## src/rtl/ring_tdc_backend.sv

```systemverilog
module ring_tdc_backend #(
  parameter int NSTG   = 5,
  parameter int NCH    = 3,
  parameter int CW_MIN = 4,
  parameter int CW_MAX = 8,
  localparam int NPH   = 2 * NSTG,
  localparam int FW    = $clog2(NPH),
  localparam int CODEW = CW_MAX + FW,
  localparam int SUMW  = CODEW + $clog2(NCH),
  localparam int SELW  = $clog2(CW_MAX - CW_MIN + 1)
) (
  input  logic                   clk,
  input  logic                   rst_n,
  input  logic [NSTG-1:0]        ring_taps,
  input  logic [NCH-1:0]         ref_ev,
  input  logic [NCH-1:0]         sig_ev,
  input  logic [SELW-1:0]        cw_sel,
  input  logic                   gang,
  output logic [NCH*CODEW-1:0]   code,
  output logic [NCH-1:0]         code_vld,
  output logic [SUMW-1:0]        sum_code,
  output logic                   sum_vld
);
  localparam int SPAN = CW_MAX - CW_MIN;

  function automatic logic [FW-1:0] ones_of(input logic [NSTG-1:0] v);
    logic [FW-1:0] n;
    n = '0;
    for (int i = 0; i < NSTG; i++) n = n + FW'(v[i]);
    return n;
  endfunction

  logic [FW-1:0]     ones, ph, ph_q;
  logic              wrap;
  logic [CW_MAX-1:0] cnt_q, cnt_now, cmask;
  logic [NCH-1:0]    done_v, fresh_q;
  logic [SUMW-1:0]   sum_n;
  int                w;

  assign ones = ones_of(ring_taps);

  always_comb begin
    if (ring_taps[0])   ph = ones;
    else if (ones == 0) ph = '0;
    else                ph = FW'(NPH - int'(ones));
  end

  assign wrap    = ph < ph_q;
  assign cnt_now = cnt_q + CW_MAX'(wrap);

  always_comb begin
    w = (int'(cw_sel) > SPAN) ? CW_MAX : CW_MIN + int'(cw_sel);
    cmask = {CW_MAX{1'b1}} >> (CW_MAX - w);
  end

  always_ff @(posedge clk) begin
    if (!rst_n) begin
      ph_q  <= '0;
      cnt_q <= '0;
    end else begin
      ph_q  <= ph;
      cnt_q <= cnt_now;
    end
  end

  for (genvar c = 0; c < NCH; c++) begin : g_ch
    logic [CW_MAX-1:0] rc_q, dc;
    logic [FW-1:0]     rf_q, df;
    logic              arm_q, borrow;
    logic [CODEW-1:0]  cq, cn;

    assign borrow    = ph < rf_q;
    assign dc        = (cnt_now - rc_q - CW_MAX'(borrow)) & cmask;
    assign df        = FW'(int'(ph) + (borrow ? NPH : 0) - int'(rf_q));
    assign cn        = CODEW'(dc) * CODEW'(NPH) + CODEW'(df);
    assign done_v[c] = sig_ev[c] & arm_q;
    assign code[c*CODEW +: CODEW] = cq;

    always_ff @(posedge clk) begin
      if (!rst_n) begin
        rc_q  <= '0;
        rf_q  <= '0;
        arm_q <= 1'b0;
        cq    <= '0;
      end else begin
        if (done_v[c]) cq <= cn;
        arm_q <= ref_ev[c] | (arm_q & ~sig_ev[c]);
        if (ref_ev[c]) begin
          rc_q <= cnt_now;
          rf_q <= ph;
        end
      end
    end
  end

  always_comb begin
    sum_n = '0;
    for (int c = 0; c < NCH; c++) sum_n = sum_n + SUMW'(code[c*CODEW +: CODEW]);
  end

  always_ff @(posedge clk) begin
    if (!rst_n) begin
      code_vld <= '0;
      fresh_q  <= '0;
      sum_vld  <= 1'b0;
      sum_code <= '0;
    end else begin
      code_vld <= done_v & {NCH{~gang}};
      sum_vld  <= gang & (&fresh_q);
      if (gang & (&fresh_q)) sum_code <= sum_n;
      if (gang) fresh_q <= ((&fresh_q) ? '0 : fresh_q) | done_v;
      else      fresh_q <= '0;
    end
  end
endmodule

```

## config.mk

```make
export PLATFORM = sky130hd
export DESIGN_NAME = ring_tdc_backend
export DESIGN_NICKNAME = d
export VERILOG_FILES = /design/src/rtl/ring_tdc_backend.sv
export SDC_FILE = /design/constraint.sdc
export NUM_CORES = 1
export LEC_CHECK = 0
export BUFFER_PORTS_ARGS = -buffer_cell sky130_fd_sc_hd__buf_2
export CORE_MARGIN = 1
export CORE_UTILIZATION = 55
export DETAILED_ROUTE_END_ITERATION = 10
export PLACE_DENSITY_LB_ADDON = 0.15
export SYNTH_ARGS = -nofsm -noshare
export SYNTH_HDL_FRONTEND = slang
export SYNTH_SLANG_ARGS = --single-unit
```

## constraint.sdc

```tcl
create_clock -name clk -period 8.6 [get_ports clk]
set_clock_uncertainty 0.05 [all_clocks]
set_input_delay 1.72 -clock clk [delete_from_list [all_inputs] [get_ports clk]]
set_output_delay 1.72 -clock clk [all_outputs]
set_load 0.1 [all_outputs]
```

# After elaboration in Yosys (flattened, before gate mapping)
# Index checks and enable logic that the tools add are counted.
[classes]
addsub = 25
n_mul = 3
n_div = 0
magnitude_cmp = 5
n_eq_ne = 0
n_shift = 1
n_mux = 7
bitwise_logic = 19
reduce_logical = 3
[ops]
columns = ["cell", "count"]
rows = [
  ["$add A12 B4 Y12", 3],
  ["$mul A8 B3 Y11 const B", 3],
  ["$shr A8 B32 Y8 const A", 1],
  ["$and A8 B8 Y8", 3],
  ["$mux W4", 6],
  ["$sub A8 B1 Y8", 3],
  ["$sub A8 B8 Y8", 3],
  ["$lt A4 B4 Y1", 4],
  ["$add A13 B12 Y14", 1],
  ["$add A12 B12 Y13", 1],
  ["$add A4 B4 Y4", 3],
  ["$sub A4 B4 Y4", 3],
  ["$add A8 B1 Y8", 1],
  ["$and A1 B1 Y1", 7],
  ["$sub A4 B4 Y5 const A", 1],
  ["$add A3 B1 Y4", 1],
  ["$add A3 B3 Y4 const A", 1],
  ["$add A4 B1 Y4", 1],
  ["$logic_not A4 Y1", 1],
  ["$not A1 Y1", 4],
  ["$sub A4 B4 Y4 const A", 1],
  ["$add A2 B1 Y3", 1],
  ["$and A3 B3 Y3", 1],
  ["$gt A3 B3 Y1 const B", 1],
  ["other kinds (6)", 8],
]
[totals]
regBits = 108
latch_bits = 0
ram_bits = 0
rom_bits = 0
input_bits = 17
out_inout_bits = 54
wordCells = 81
memories = 0

# Logic depth before layout (Yosys ltp)
# Gate-level depths: netlist of run 1.
[depth]
ltp_word = 14
ltp_mapped = 34
ltp_nobuf = 33

# Least setup slack after synthesis of run 1
# OpenSTA, ideal clock, no wires.
[synth_timing]
kind = "in2reg"
startpoint = "input ring_taps[0]"
endpoint = "register g_ch[2].cq[11]"
setup_time_ns = 0.066
t_arrival_ns = 8.882
setup_slack_ns = -0.398
path_stages = 31
path_cell_list = "inv_1 -> fa_1 -> fa_1 -> ha_1 -> nand2b_1 -> o31a_1 -> inv_1 -> ha_1 -> a21boi_0 -> o21ai_0 -> nand2b_1 -> a21oi_1 -> ha_1 -> ha_1 -> clkbuf_1 -> nand3_1 -> xor2_1 -> xnor2_1 -> ha_1 -> or3_1 -> and3_1 -> ha_1 -> inv_1 -> fa_1 -> nand2b_1 -> a21oi_2 -> xor2_2 -> nand3_1 -> or3b_2 -> or4_1 -> nand3_1"
[synth_via]
elab_chain_cells = 14
elab_cells_between_ends = 19
[synth_rtl]
columns = ["element", "line", "source"]
rows = [
  ["start: declaration", "14", "input logic [NSTG-1:0] ring_taps,"],
  ["$add A1 B1 Y2", "29", "for (int i = 0; i < NSTG; i++) n = n + FW'(v[i]);"],
  ["$add A2 B1 Y3", "29", ""],
  ["$add A3 B1 Y4", "29", ""],
  ["$add A4 B1 Y4", "29", ""],
  ["$sub A4 B4 Y4 / $logic_not A4 Y1 (equally long branches)", "45, 44", ""],
  ["$mux W4", "44", "else if (ones == 0) ph = '0;"],
  ["$mux W4 (*)", "43", "if (ring_taps[0]) ph = ones;"],
  ["via ph[1]", "33", "logic [FW-1:0] ones, ph, ph_q;"],
  ["$lt A4 B4 Y1", "48", "assign wrap = ph < ph_q;"],
  ["$add A8 B1 Y8", "49", "assign cnt_now = cnt_q + CW_MAX'(wrap);"],
  ["$sub A8 B8 Y8", "73", "assign dc = (cnt_now - rc_q - CW_MAX'(borrow)) & cmask;"],
  ["$sub A8 B1 Y8", "73", ""],
  ["$and A8 B8 Y8", "73", ""],
  ["$mul A8 B3 Y11", "75", "assign cn = CODEW'(dc) * CODEW'(NPH) + CODEW'(df);"],
  ["$add A12 B4 Y12 (*)", "75", ""],
  ["end signal: assignment", "86", "if (done_v[c]) cq <= cn;"],
  ["end: declaration", "70", "logic [CODEW-1:0] cq, cn;"],
]
# Mark *: on every way through the listed nets, which the timed path passes. The rest lies on a longest branch.
# A chain may end at the register's enable or synchronous reset.

# Final worst setup path of run 1
# Same ends and word-level chain as after synthesis.

==> results of run 1 <==
-- through the flow --
| step | instance area, um2 | TNS (ps) | hold WS [ps] | setup slack [ps] |
|---|---|---|---|---|
| 5_1_grt | 9300 | 0 | 432 | 75.9 |
| 3_5_place_dp | 8880 | -241 | 392 | -149 |
| 2_1_floorplan | 8140 | 0 | 410 | 39.1 |
| 6_report | 9300 | 0 | 402 | 478 |
| 4_1_cts | 9200 | 0 | 403 | 175 |
| 3_3_place_gp | 8880 | 0 | 388 | 30.3 |
-- sequential cells by signal (all words and copies together), names as in the netlist --
name / count
g_ch.cq: 36
sum_code: 14
g_ch.rf_q: 12
g_ch.rc_q: 24
sum_vld: 1
g_ch.arm_q: 3
fresh_q: 3
cnt_q: 8
ph_q: 4
code_vld: 3
-- routing by layer --
layer | wire (um) | vias up | track usage (%)
li1 | - | 3387 | -
met2 | 8780 | 133 | 43.6
met5 | 0 | - | 0
met3 | 719 | 27 | 4.29
met4 | 427 | 0 | 9.04
met1 | 9070 | 3011 | 34.3
-- power breakdown --
part | switching [mW] | leakage (nW) | internal [mW]
Sequential | 0.0682 | 0.882 | 0.559
Clock | 0.212 | 0.154 | 0.241
Combinational | 1.32 | 3.16 | 0.913
-- cells by family (layout without fill, tap and decap cells) --
| family | count (synthesis) | count (layout) | synth area share (%) |
|---|---|---|---|
| AOI/OAI and AO/OA | 198 | 198 | 15.9 |
| DFF | 108 | 108 | 26.7 |
| adders and majority gates | 135 | 135 | 23.9 |
| buffers and inverters | 104 | 200 | 4.91 |
| xor gates and xnor gates | 79 | 79 | 9.75 |
| and+or+nand+nor | 297 | 297 | 17.4 |
| muxes | 12 | 12 | 1.48 |
-- layout by cell type (no fill, tap or decap), drive strengths merged, types with 7 or more instances in the layout --
cell and count:
mux2i 12, nor2 120, nand2 75, a211oi 47, inv 78, nand3 19, fa 33, nand2b 14
o21ai 32, nor2b 8, or3 9, nor3 13, o21a 7, nor3b 7, a21o 17, a21oi 66
dfxtp 108, xnor2 36, clkbuf 10, xor2 37, o211ai 7, buf 110, ha 102
-- worst max path at each step --
| stage | depth (start not counted) | to | from | slack (ps) |
|---|---|---|---|---|
| 6_report | 32 | g_ch[2].cq[11] | ring_taps[0] | 480 |
| 5_1_grt | 32 | g_ch[2].cq[11] | ring_taps[0] | 80 |
| 4_1_cts | 32 | g_ch[2].cq[11] | ring_taps[0] | 180 |
| 3_5_place_dp | 32 | g_ch[2].cq[11] | ring_taps[0] | -150 |
| 3_3_place_gp | 32 | g_ch[2].cq[11] | ring_taps[0] | 30 |
| 2_1_floorplan | 30 | g_ch[2].cq[11] | ring_taps[0] | 40 |
-- critical path, delay by kind of cell --
family / cells / cell delay (ps)
adders and majority gates: 8 / 2650
AOI/OAI and AO/OA: 6 / 1000
buffers and inverters: 5 / 460
and+or+nand+nor: 10 / 2090
xor gates and xnor gates: 3 / 470
-- cell type report --
type,count,area share (%)
clock buffers,10,2.57
clock inverters,6,0.834
inverters,74,2.99
multi-input cells,721,60.9
flip-flops and latches,108,23.3
well taps,184,2.48
repair buffers,110,7.00
-- what timing repair did --
action	CTS	global route
buffers inserted	0	2
endpoints found under the setup margin	0	6
resized for setup	0	17
==> flow_metrics.tcl, run 1 <==
set metrics [dict create \
    status "finished clean" \
    irDropWorstVdd_v 0.000182 \
    cts_tree "done" \
    vias 6558 \
    clock_tree.buffer_depth 2 \
    layout.core_utilization_pct 64.2 \
    first_global_vias 6050 \
    tritoncts_buffers 9 \
    synth.ff_latch_count 108 \
    top_level_port_count 71 \
    h_tree_levels 3 \
    synthMostInstantiatedCell "nor2_1" \
    placed_cells_incl_taps 1195 \
    yosys_most_used_dff "dfxtp_1" \
    hp-class "reg2reg" \
    dieHeight_um 123 \
    floorplan.initialDensity_pct 56.0 \
    timing.fmax_ghz 0.123 \
    n_antenna_cell 0 \
    finish.cell_count_without_fillers 1213 \
    synth.avg_cell_area_um2 8.69 \
    fillerInstances 1236 \
    synth_largest_area_cell "dfxtp_1" \
    sequential_cell_area_mm2 0.00216 \
    pwr_density_cell_mw_per_mm2 356 \
    final_layout_size_suffix_gt1_share_pct 16.4 \
    finalWirelength_um 19000 \
    rsz0062_at_grt "false" \
    drt.antenna.violating_nets 0 \
    synth-edff-count 0 \
    crit-reg2reg-launch "ph_q[1]" \
    yosys_warnings 0 \
    die_w_um 123 \
    drt-wirelength-per-cell_um 15.7 \
    hpwlAfterDp_um 15000 \
    synthDistinctLibCells 57 \
    report.final.slew_viol_count 0 \
    grt_first_pass_wirelength_um 30400 \
    placement_rows 44 \
    clk-insertion-delay-late_ps 360 \
    globalRouteOverflowTotal 0 \
    total_die_area_mm2 0.0152 \
    rr_endpoint "g_ch[2].cq[11]" \
    r2r_slack_ps 3130 \
    vias_per_cell 5.41 \
    number_of_design_rule_violations_left_after_detail_routing 0 \
    rr_worst_depth 25 \
    placeableCoreArea_mm2 0.0145 \
    min_period_over_period_pct 94.4 \
    p_leak_nw 4.20 \
    critPathRequiredTime_ps 8860 \
    async_reset_ff_share_pct 0 \
    synth.cells.most_frequent "nor2_1 (118), dfxtp_1 (108), ha_1 (102)" \
    worst-slew-pin-transition_ps 977 \
    critical-path-max-stage-delay_ps 490 \
    worst_ep_arrival_ps 8380 \
    cp_max_fo 10 \
    synth_area_mm2 0.00811 \
    min_to "sum_code[6]" \
    final_hold_viol_count 0 \
    p_total_mw 3.31 \
    grt_max_degree 78 \
    worst_setup_path_start_kind "primary input" \
    critPathSlowestCell "fa_1" \
    yosys.area.top_type_share_pct 26.7 \
    multiInputGateArea_mm2 0.00566 \
    timing.max_slew.rel_slack_pct 34.6 \
    first_pass_iters 5 \
    worstSetupPathType "in2reg" \
    synth_sequential_area_ratio_pct 26.7 \
    hold_path_cell_cnt 2 \
    synth.net_count 1085 \
    clkSlewWorstSetupHoldPaths_ps 80 \
    final_net_count 1176 \
    endpoint_kind "register" \
    syn_inst 933 \
    synth_area_leaders "dfxtp_1 (27%), ha_1 (16%), fa_1 (8.1%)" \
    hold_path.startpoint "sum_code[6]" \
    cts_hold_repair.buffers 0 \
    cts_root_buffer "clkbuf_16" \
    setup-violations-final 0 \
    place.gp.congestion 0.878 \
    grt_util_all_layers_pct 26.2 \
    syn_to_final_growth_pct 14.7 \
    number_of_antenna_violations_at_the_first_check_in_global_routing 0 \
    drt_iter0_drc 348 \
    drv.max_cap_violation_count 0 \
    final_period_demand_of_the_worst_path_ps 8120 \
    clock-sinks 108 \
    port_buffers 70 \
]
Note: power is estimated with default switching activity, not from simulation.
==> inputs of run 2 (changes only) <==
--- a/config.mk
+++ b/config.mk
@@ -7,7 +7,7 @@
 export LEC_CHECK = 0
 export BUFFER_PORTS_ARGS = -buffer_cell sky130_fd_sc_hd__buf_2
 export CORE_MARGIN = 1
-export CORE_UTILIZATION = 55
+export CORE_UTILIZATION = 60
 export DETAILED_ROUTE_END_ITERATION = 10
 export PLACE_DENSITY_LB_ADDON = 0.15
 export SYNTH_ARGS = -nofsm -noshare
==> constraint.sdc (replaced) <==
create_clock -name clk -period 8.45 [get_ports clk]
set_clock_uncertainty 0.05 [all_clocks]
set_input_delay 1.69 -clock clk [delete_from_list [all_inputs] [get_ports clk]]
set_output_delay 1.69 -clock clk [all_outputs]
set_load 0.1 [all_outputs]
==> run 2 against run 1 <==
Global-route usage grew 2.7 points. Die area shrank 8.2%. Via count grew 3.6%. Register-to-register slack lost 40 ps. Routed wire length grew 2.1%. Combinational power grew 12%. Critical path depth shrank 1. Sequential power grew 1%. Non-clock buffer count grew 25. Sequential share of layout area shrank 0.61 points. First-iteration DRC count shrank 6.6%.
==> flow_metrics.tcl, run 2 (synthesis results as in run 1) <==
set metrics [dict create \
    worst-slew-pin-transition_ps 997 \
    power.share.switching_pct 48.7 \
    clock-sinks 108 \
    grt.met1_usage_pct 35.8 \
    dpl_cell_area_mm2 0.00911 \
    largest-register "g_ch.cq" \
    dieHeight_um 118 \
    die_w_um 118 \
    p_leak_nw 4.32 \
    place.gp.congestion 0.916 \
    worstSetupPathType "in2reg" \
    finalWirelength_um 19400 \
    drt-wirelength-per-cell_um 15.8 \
    final_layout_size_suffix_gt1_share_pct 19.9 \
    final_net_count 1201 \
    number_of_design_rule_violations_left_after_detail_routing 0 \
    endpoint_kind "register" \
    critical-path-max-stage-delay_ps 490 \
    clock_tree.buffer_depth 2 \
    hold_path.startpoint "sum_code[7]" \
    clock_power_share_pct 11.9 \
    r2r_slack_ps 3090 \
    clkSlewWorstSetupHoldPaths_ps 70 \
    drv.max_cap_violation_count 0 \
    timing.fmax_ghz 0.124 \
    status "finished clean" \
    placement_rows 42 \
    placeableCoreArea_mm2 0.0132 \
    hp-class "reg2reg" \
    top_level_port_count 71 \
    globalRouteOverflowTotal 0 \
    post-route-cell-area_mm2 0.00955 \
    largest_register_ff_count 36 \
    timing.max_slew.rel_slack_pct 33.3 \
    seqPwrFrac_pct 17.9 \
    power_frac_comb_pct 70.3 \
    report.final.slew_viol_count 0 \
    total_die_area_mm2 0.0140 \
    number_of_antenna_violations_at_the_first_check_in_global_routing 0 \
    critPathSlowestCell "fa_1" \
    irDropWorstVdd_v 0.000214 \
    cp_max_fo 3 \
    first_global_vias 6632 \
    clk-insertion-delay-late_ps 370 \
    worst_ep_arrival_ps 8310 \
    min_to "sum_code[7]" \
    first_pass_iters 5 \
    cell_family_contributing_the_most_delay_on_the_critical_path "adder cells" \
    grt_util_all_layers_pct 28.9 \
    critPathMostFrequentCell "ha_1" \
    layout.core_utilization_pct 72.4 \
    netSwitchingPower_mw 1.73 \
    most-common-layout-cells "nor2_1 (114), dfxtp_1 (108), ha_1 (97)" \
    final_hold_viol_count 0 \
    floorplan.initialDensity_pct 61.5 \
    setup-tns-final_ps 0 \
    h_tree_levels 3 \
    grt_first_pass_wirelength_um 32000 \
    critPathRequiredTime_ps 8700 \
    final.hold.worst_slack_ps 397 \
    port_buffers 70 \
    grt_busiest_layer "met2" \
    hold_path_cell_cnt 2 \
    syn_to_final_growth_pct 17.8 \
    top_regs "g_ch.cq x36, g_ch.rc_q x24, sum_code x14" \
    crit-reg2reg-launch "ph_q[1]" \
    rr_worst_depth 23 \
    drt_iter0_drc 325 \
    pwr_density_cell_mw_per_mm2 373 \
    hpwlAfterDp_um 15400 \
    vias 6794 \
    grt_max_degree 72 \
    min_period_over_period_pct 95.4 \
    cp_num_buf_inv 6 \
    internal-power_mw 1.82 \
    final_period_demand_of_the_worst_path_ps 8060 \
    n_antenna_cell 0 \
    fillerInstances 1081 \
    rr_endpoint "g_ch[0].cq[11]" \
    cts_root_buffer "clkbuf_16" \
    worst_setup_path_start_kind "primary input" \
    drt.antenna.violating_nets 0 \
    tritoncts_buffers 9 \
    met2_demand_to_capacity_share_in_global_routing_pct 48.3 \
    vias_per_cell 5.52 \
    mostFrequentLayoutCell "nor2_1" \
    cts_tree "done" \
    met3_usage_pct 4.34 \
    setup-violations-final 0 \
]
-- run 2: cell count changes in the layout (fill, tap and decap cells not counted), moves of 4 or more --
cell      delta
o21ai_1      +4
clkinv_4     +4
nor2_1       -4
nor2_2       +4
buf_4       +25
o21ai_0      -4
-- run 2: how the worst max path moves through the flow --
stage / from / endpoint / slack (ps) / depth (start not counted)
after floorplan: ring_taps[0] / g_ch[1].cq[11] / 20 / 30
after global placement: ring_taps[0] / g_ch[2].cq[11] / -20 / 32
after detailed placement: ring_taps[0] / g_ch[2].cq[11] / -210 / 33
after CTS: ring_taps[0] / g_ch[2].cq[11] / 130 / 33
after global routing: ring_taps[0] / g_ch[2].cq[11] / -30 / 34
final: ring_taps[0] / g_ch[0].cq[11] / 390 / 31
-- run 2: power groups by stage --
stage / Clock (mW) / Sequential [mW] / Combinational, mW
2_1_floorplan: 0 / 0.854 / 1.50
3_3_place_gp: 0 / 0.646 / 2.34
3_5_place_dp: 0 / 0.647 / 2.38
4_1_cts: 0.426 / 0.635 / 2.41
5_1_grt: 0.447 / 0.643 / 2.78
6_report: 0.422 / 0.636 / 2.50
-- run 2: cell type report --
type | instances | area (um2) | share of cell area [%]
Clock buffer | 9 | 225 | 2.36
Clock inverter | 7 | 66.3 | 0.695
Inverter | 74 | 278 | 2.91
Multi-Input combinational cell | 721 | 5760 | 60.3
Sequential cell | 108 | 2160 | 22.6
Tap cell | 176 | 220 | 2.31
Timing Repair Buffer | 135 | 838 | 8.78
-- run 2: what timing repair did --
item / CTS / global route
hold endpoints to repair: 0 / 0
hold buffers: 0 / 0
setup endpoints to repair: 0 / 9
gates resized for setup: 0 / 32
setup buffers: 0 / 2
-- run 2: stage by stage --
step | worst slack (ps) | instances | total power [mW]
floorplan | 16.6 | 933 | 2.35
global placement | -25.0 | 1212 | 2.99
detailed placement | -213 | 1212 | 3.03
CTS | 131 | 1228 | 3.47
global route | -34.1 | 1230 | 3.87
finish | 390 | 1230 | 3.56
-- run 2: worst reg2reg max path: stages (launching register included) --
cell,delay (ps)
dfxtp_1,310
inv_1,40
ha_1,260
a21boi_1,160
o21ai_1,70
nand2b_1,80
a21oi_2,60
ha_2,320
inv_1,70
buf_4,150
fa_1,430
fa_1,400
nand2_1,100
a21oi_1,100
xnor2_1,140
nor3_1,280
ha_1,310
ha_1,300
a211oi_1,390
o21a_1,220
o221ai_1,180
or3b_1,390
or4_1,390
nand3_1,80
-- run 2: routing by layer --
metal  up-vias  wire length, um
li1       3436                -
met1      3162             8600
met2       150             9100
met3        46              855
met4         0              850
met5         -                0
==> inputs of run 3 (changes only) <==
--- a/config.mk
+++ b/config.mk
@@ -5,6 +5,7 @@
 export SDC_FILE = /design/constraint.sdc
 export NUM_CORES = 1
 export LEC_CHECK = 0
+export ABC_AREA = 1
 export BUFFER_PORTS_ARGS = -buffer_cell sky130_fd_sc_hd__buf_2
 export CORE_MARGIN = 1
 export CORE_UTILIZATION = 60
==> run 3 against run 2 <==
Via count increased by 8.9%. Global-route usage decreased by 0.34 points. Critical endpoint is now g_ch[2].cq[10]. Register-to-register slack improved by 190 ps.
==> flow_metrics.tcl, run 3 <==
set metrics [dict create \
    status "finished clean" \
    globalRouteOverflowTotal 0 \
    worst-slew-pin-transition_ps 1280 \
    final_layout_size_suffix_gt1_share_pct 11.2 \
    total_die_area_mm2 0.0145 \
    synthMostInstantiatedCell "inv_1" \
    cts_hold_repair.buffers 0 \
    pwr_density_cell_mw_per_mm2 323 \
    synth_sequential_area_ratio_pct 25.7 \
    drt.antenna.violating_nets 0 \
    vias 7400 \
    setup-violations-final 0 \
    clk-insertion-delay-late_ps 360 \
    h_tree_levels 3 \
    async_reset_ff_share_pct 0 \
    port_buffers 70 \
    largest-register "g_ch.cq" \
    floorplan.initialDensity_pct 62.6 \
    grt.met1_usage_pct 35.6 \
    tritoncts_buffers 9 \
    grt_busiest_layer "met2" \
    sequential_cell_area_mm2 0.00216 \
    final.hold.worst_slack_ps 413 \
    top_level_port_count 71 \
    final_hold_viol_count 0 \
    synth-edff-count 0 \
    vias_per_cell 5.24 \
    critical-path-max-stage-delay_ps 500 \
    met3_usage_pct 4.29 \
    fillerInstances 1186 \
    yosys_most_used_dff "dfxtp_1" \
    most-common-layout-cells "inv_1 (212), nand2_1 (165), nor2_1 (129)" \
    syn_to_final_growth_pct 10.8 \
    multiInputGateArea_mm2 0.00540 \
    n_antenna_cell 0 \
    die_w_um 121 \
    placeableCoreArea_mm2 0.0135 \
    syn_inst 1160 \
    cts_post_setup_buffers_inserted 0 \
    cts_tree "done" \
    top_regs "g_ch.cq x36, g_ch.rc_q x24, sum_code x14" \
    dieHeight_um 121 \
    endpoint_kind "register" \
    synth.net_count 1312 \
    placed_cells_incl_taps 1395 \
    finalWirelength_um 19600 \
    placement_rows 42 \
    setup-tns-final_ps 0 \
    grt_first_pass_wirelength_um 33000 \
    critPathRequiredTime_ps 8710 \
    hold_path_cell_cnt 2 \
    hpwlAfterDp_um 15400 \
    number_of_antenna_violations_at_the_first_check_in_global_routing 0 \
    irDropWorstVdd_v 0.000186 \
    hp-class "reg2reg" \
    min_period_over_period_pct 93.9 \
    drt_iter0_drc 441 \
    timing.fmax_ghz 0.126 \
    clock_tree.buffer_depth 2 \
    yosys_warnings 0 \
    drv.max_cap_violation_count 0 \
    critPathSlowestCell "fa_1" \
    finish.cell_count_without_fillers 1411 \
    synth_area_leaders "dfxtp_1 (26%), ha_1 (15%), inv_1 (9.5%)" \
    cts_root_buffer "clkbuf_16" \
    r2r_slack_ps 3280 \
    drt-wirelength-per-cell_um 13.9 \
    place.gp.congestion 0.881 \
    worst_setup_path_start_kind "primary input" \
    synth.avg_cell_area_um2 7.26 \
    largest_register_ff_count 36 \
    report.final.slew_viol_count 0 \
    critPathMostFrequentCell "nand2_1" \
    post-route-worst-setup-slack_ps 514 \
    synth.cells.most_frequent "inv_1 (213), nand2_1 (166), nor2_1 (129)" \
    worst_ep_arrival_ps 8200 \
    clkSlewWorstSetupHoldPaths_ps 80 \
    final_net_count 1382 \
    mostFrequentLayoutCell "inv_1" \
    clock-sinks 108 \
    timing.max_slew.rel_slack_pct 14.2 \
    cp_max_fo 7 \
    final_period_demand_of_the_worst_path_ps 7940 \
    first_global_vias 7051 \
    synth_largest_area_cell "dfxtp_1" \
    p_total_mw 3.02 \
    number_of_design_rule_violations_left_after_detail_routing 0 \
    grt_util_all_layers_pct 28.6 \
    grt_max_degree 55 \
    worstSetupPathType "in2reg" \
    synthDistinctLibCells 40 \
    first_pass_iters 5 \
    met2_demand_to_capacity_share_in_global_routing_pct 50.0 \
    rr_worst_depth 33 \
    p_leak_nw 5.07 \
    yosys.area.top_type_share_pct 25.7 \
    synth_area_mm2 0.00843 \
    synth.ff_latch_count 108 \
    dp_worst_setup_slack_ps 110 \
]
## run 3: changes by cell type after synthesis, sizes merged, moves of 12 or more
cell,delta
nor2,+12
nand2,+106
nand3,+32
inv,+143
xnor2,-22
a21oi,+38
a211oi,-47
o21ai,+60
a21o,-12
mux2i,-12
nand2b,-14
## run 3: worst paths after layout
check,from,end
setup reg to reg,ph_q[1],g_ch[2].cq[10]
hold / removal,g_ch[2].arm_q,g_ch[2].arm_q
setup / recovery,ring_taps[0],g_ch[2].cq[10]
hold reg to reg,g_ch[2].arm_q,g_ch[2].arm_q
## run 3: layout make-up
class	count	area share (%)
clock inverter	7	0.791
tap	176	2.36
inverter	223	8.97
timing repair buffer	78	4.40
sequential	108	23.2
clock buffer	9	2.41
multi-input combinational	810	57.9
## run 3: power breakdown
part	internal, mW	total [mW]	switching [mW]
combinational	0.736	2.00	1.26
clock	0.231	0.429	0.198
sequential	0.554	0.591	0.0372
## run 3: cells by family (layout without fill, tap and decap cells)
| family | Yosys count | after routing | share of synthesized area, % |
|---|---|---|---|
| adder cells (fa/ha/maj) | 135 | 135 | 23.0 |
| AO/OA/AOI/OAI | 232 | 232 | 15.0 |
| XOR/XNOR | 49 | 49 | 5.09 |
| flip-flops | 108 | 108 | 25.7 |
| AND/OR/NAND/NOR | 394 | 394 | 20.4 |
| buffers and inverters | 242 | 317 | 10.8 |
## run 3: critical path, delay by kind of cell
| kind | cells | cell delay, ps |
|---|---|---|
| fa+ha+maj | 9 | 2900 |
| buf+inv | 10 | 830 |
| xor+xnor | 2 | 410 |
| compound gates | 4 | 750 |
| simple gates | 17 | 1590 |
## run 3: metrics by stage
stage / instance area, um2 / util [%]
2_1_floorplan: 8430 / -
3_3_place_gp: 8980 / 66.8
3_5_place_dp: 8980 / 66.8
4_1_cts: 9280 / 69.0
5_1_grt: 9330 / 69.4
6_report: 9330 / 69.4
## run 3: what timing repair did
action	CTS	global route
endpoints found under the hold margin	0	0
gates resized for setup	0	11
setup endpoints to repair	0	10
## run 3: per-layer routing
layer  share of wire [%]  wire [um]
met2                  48       9310
met1                  46       8950
met5                   0          0
met3                 3.9        768
met4                 2.7        533
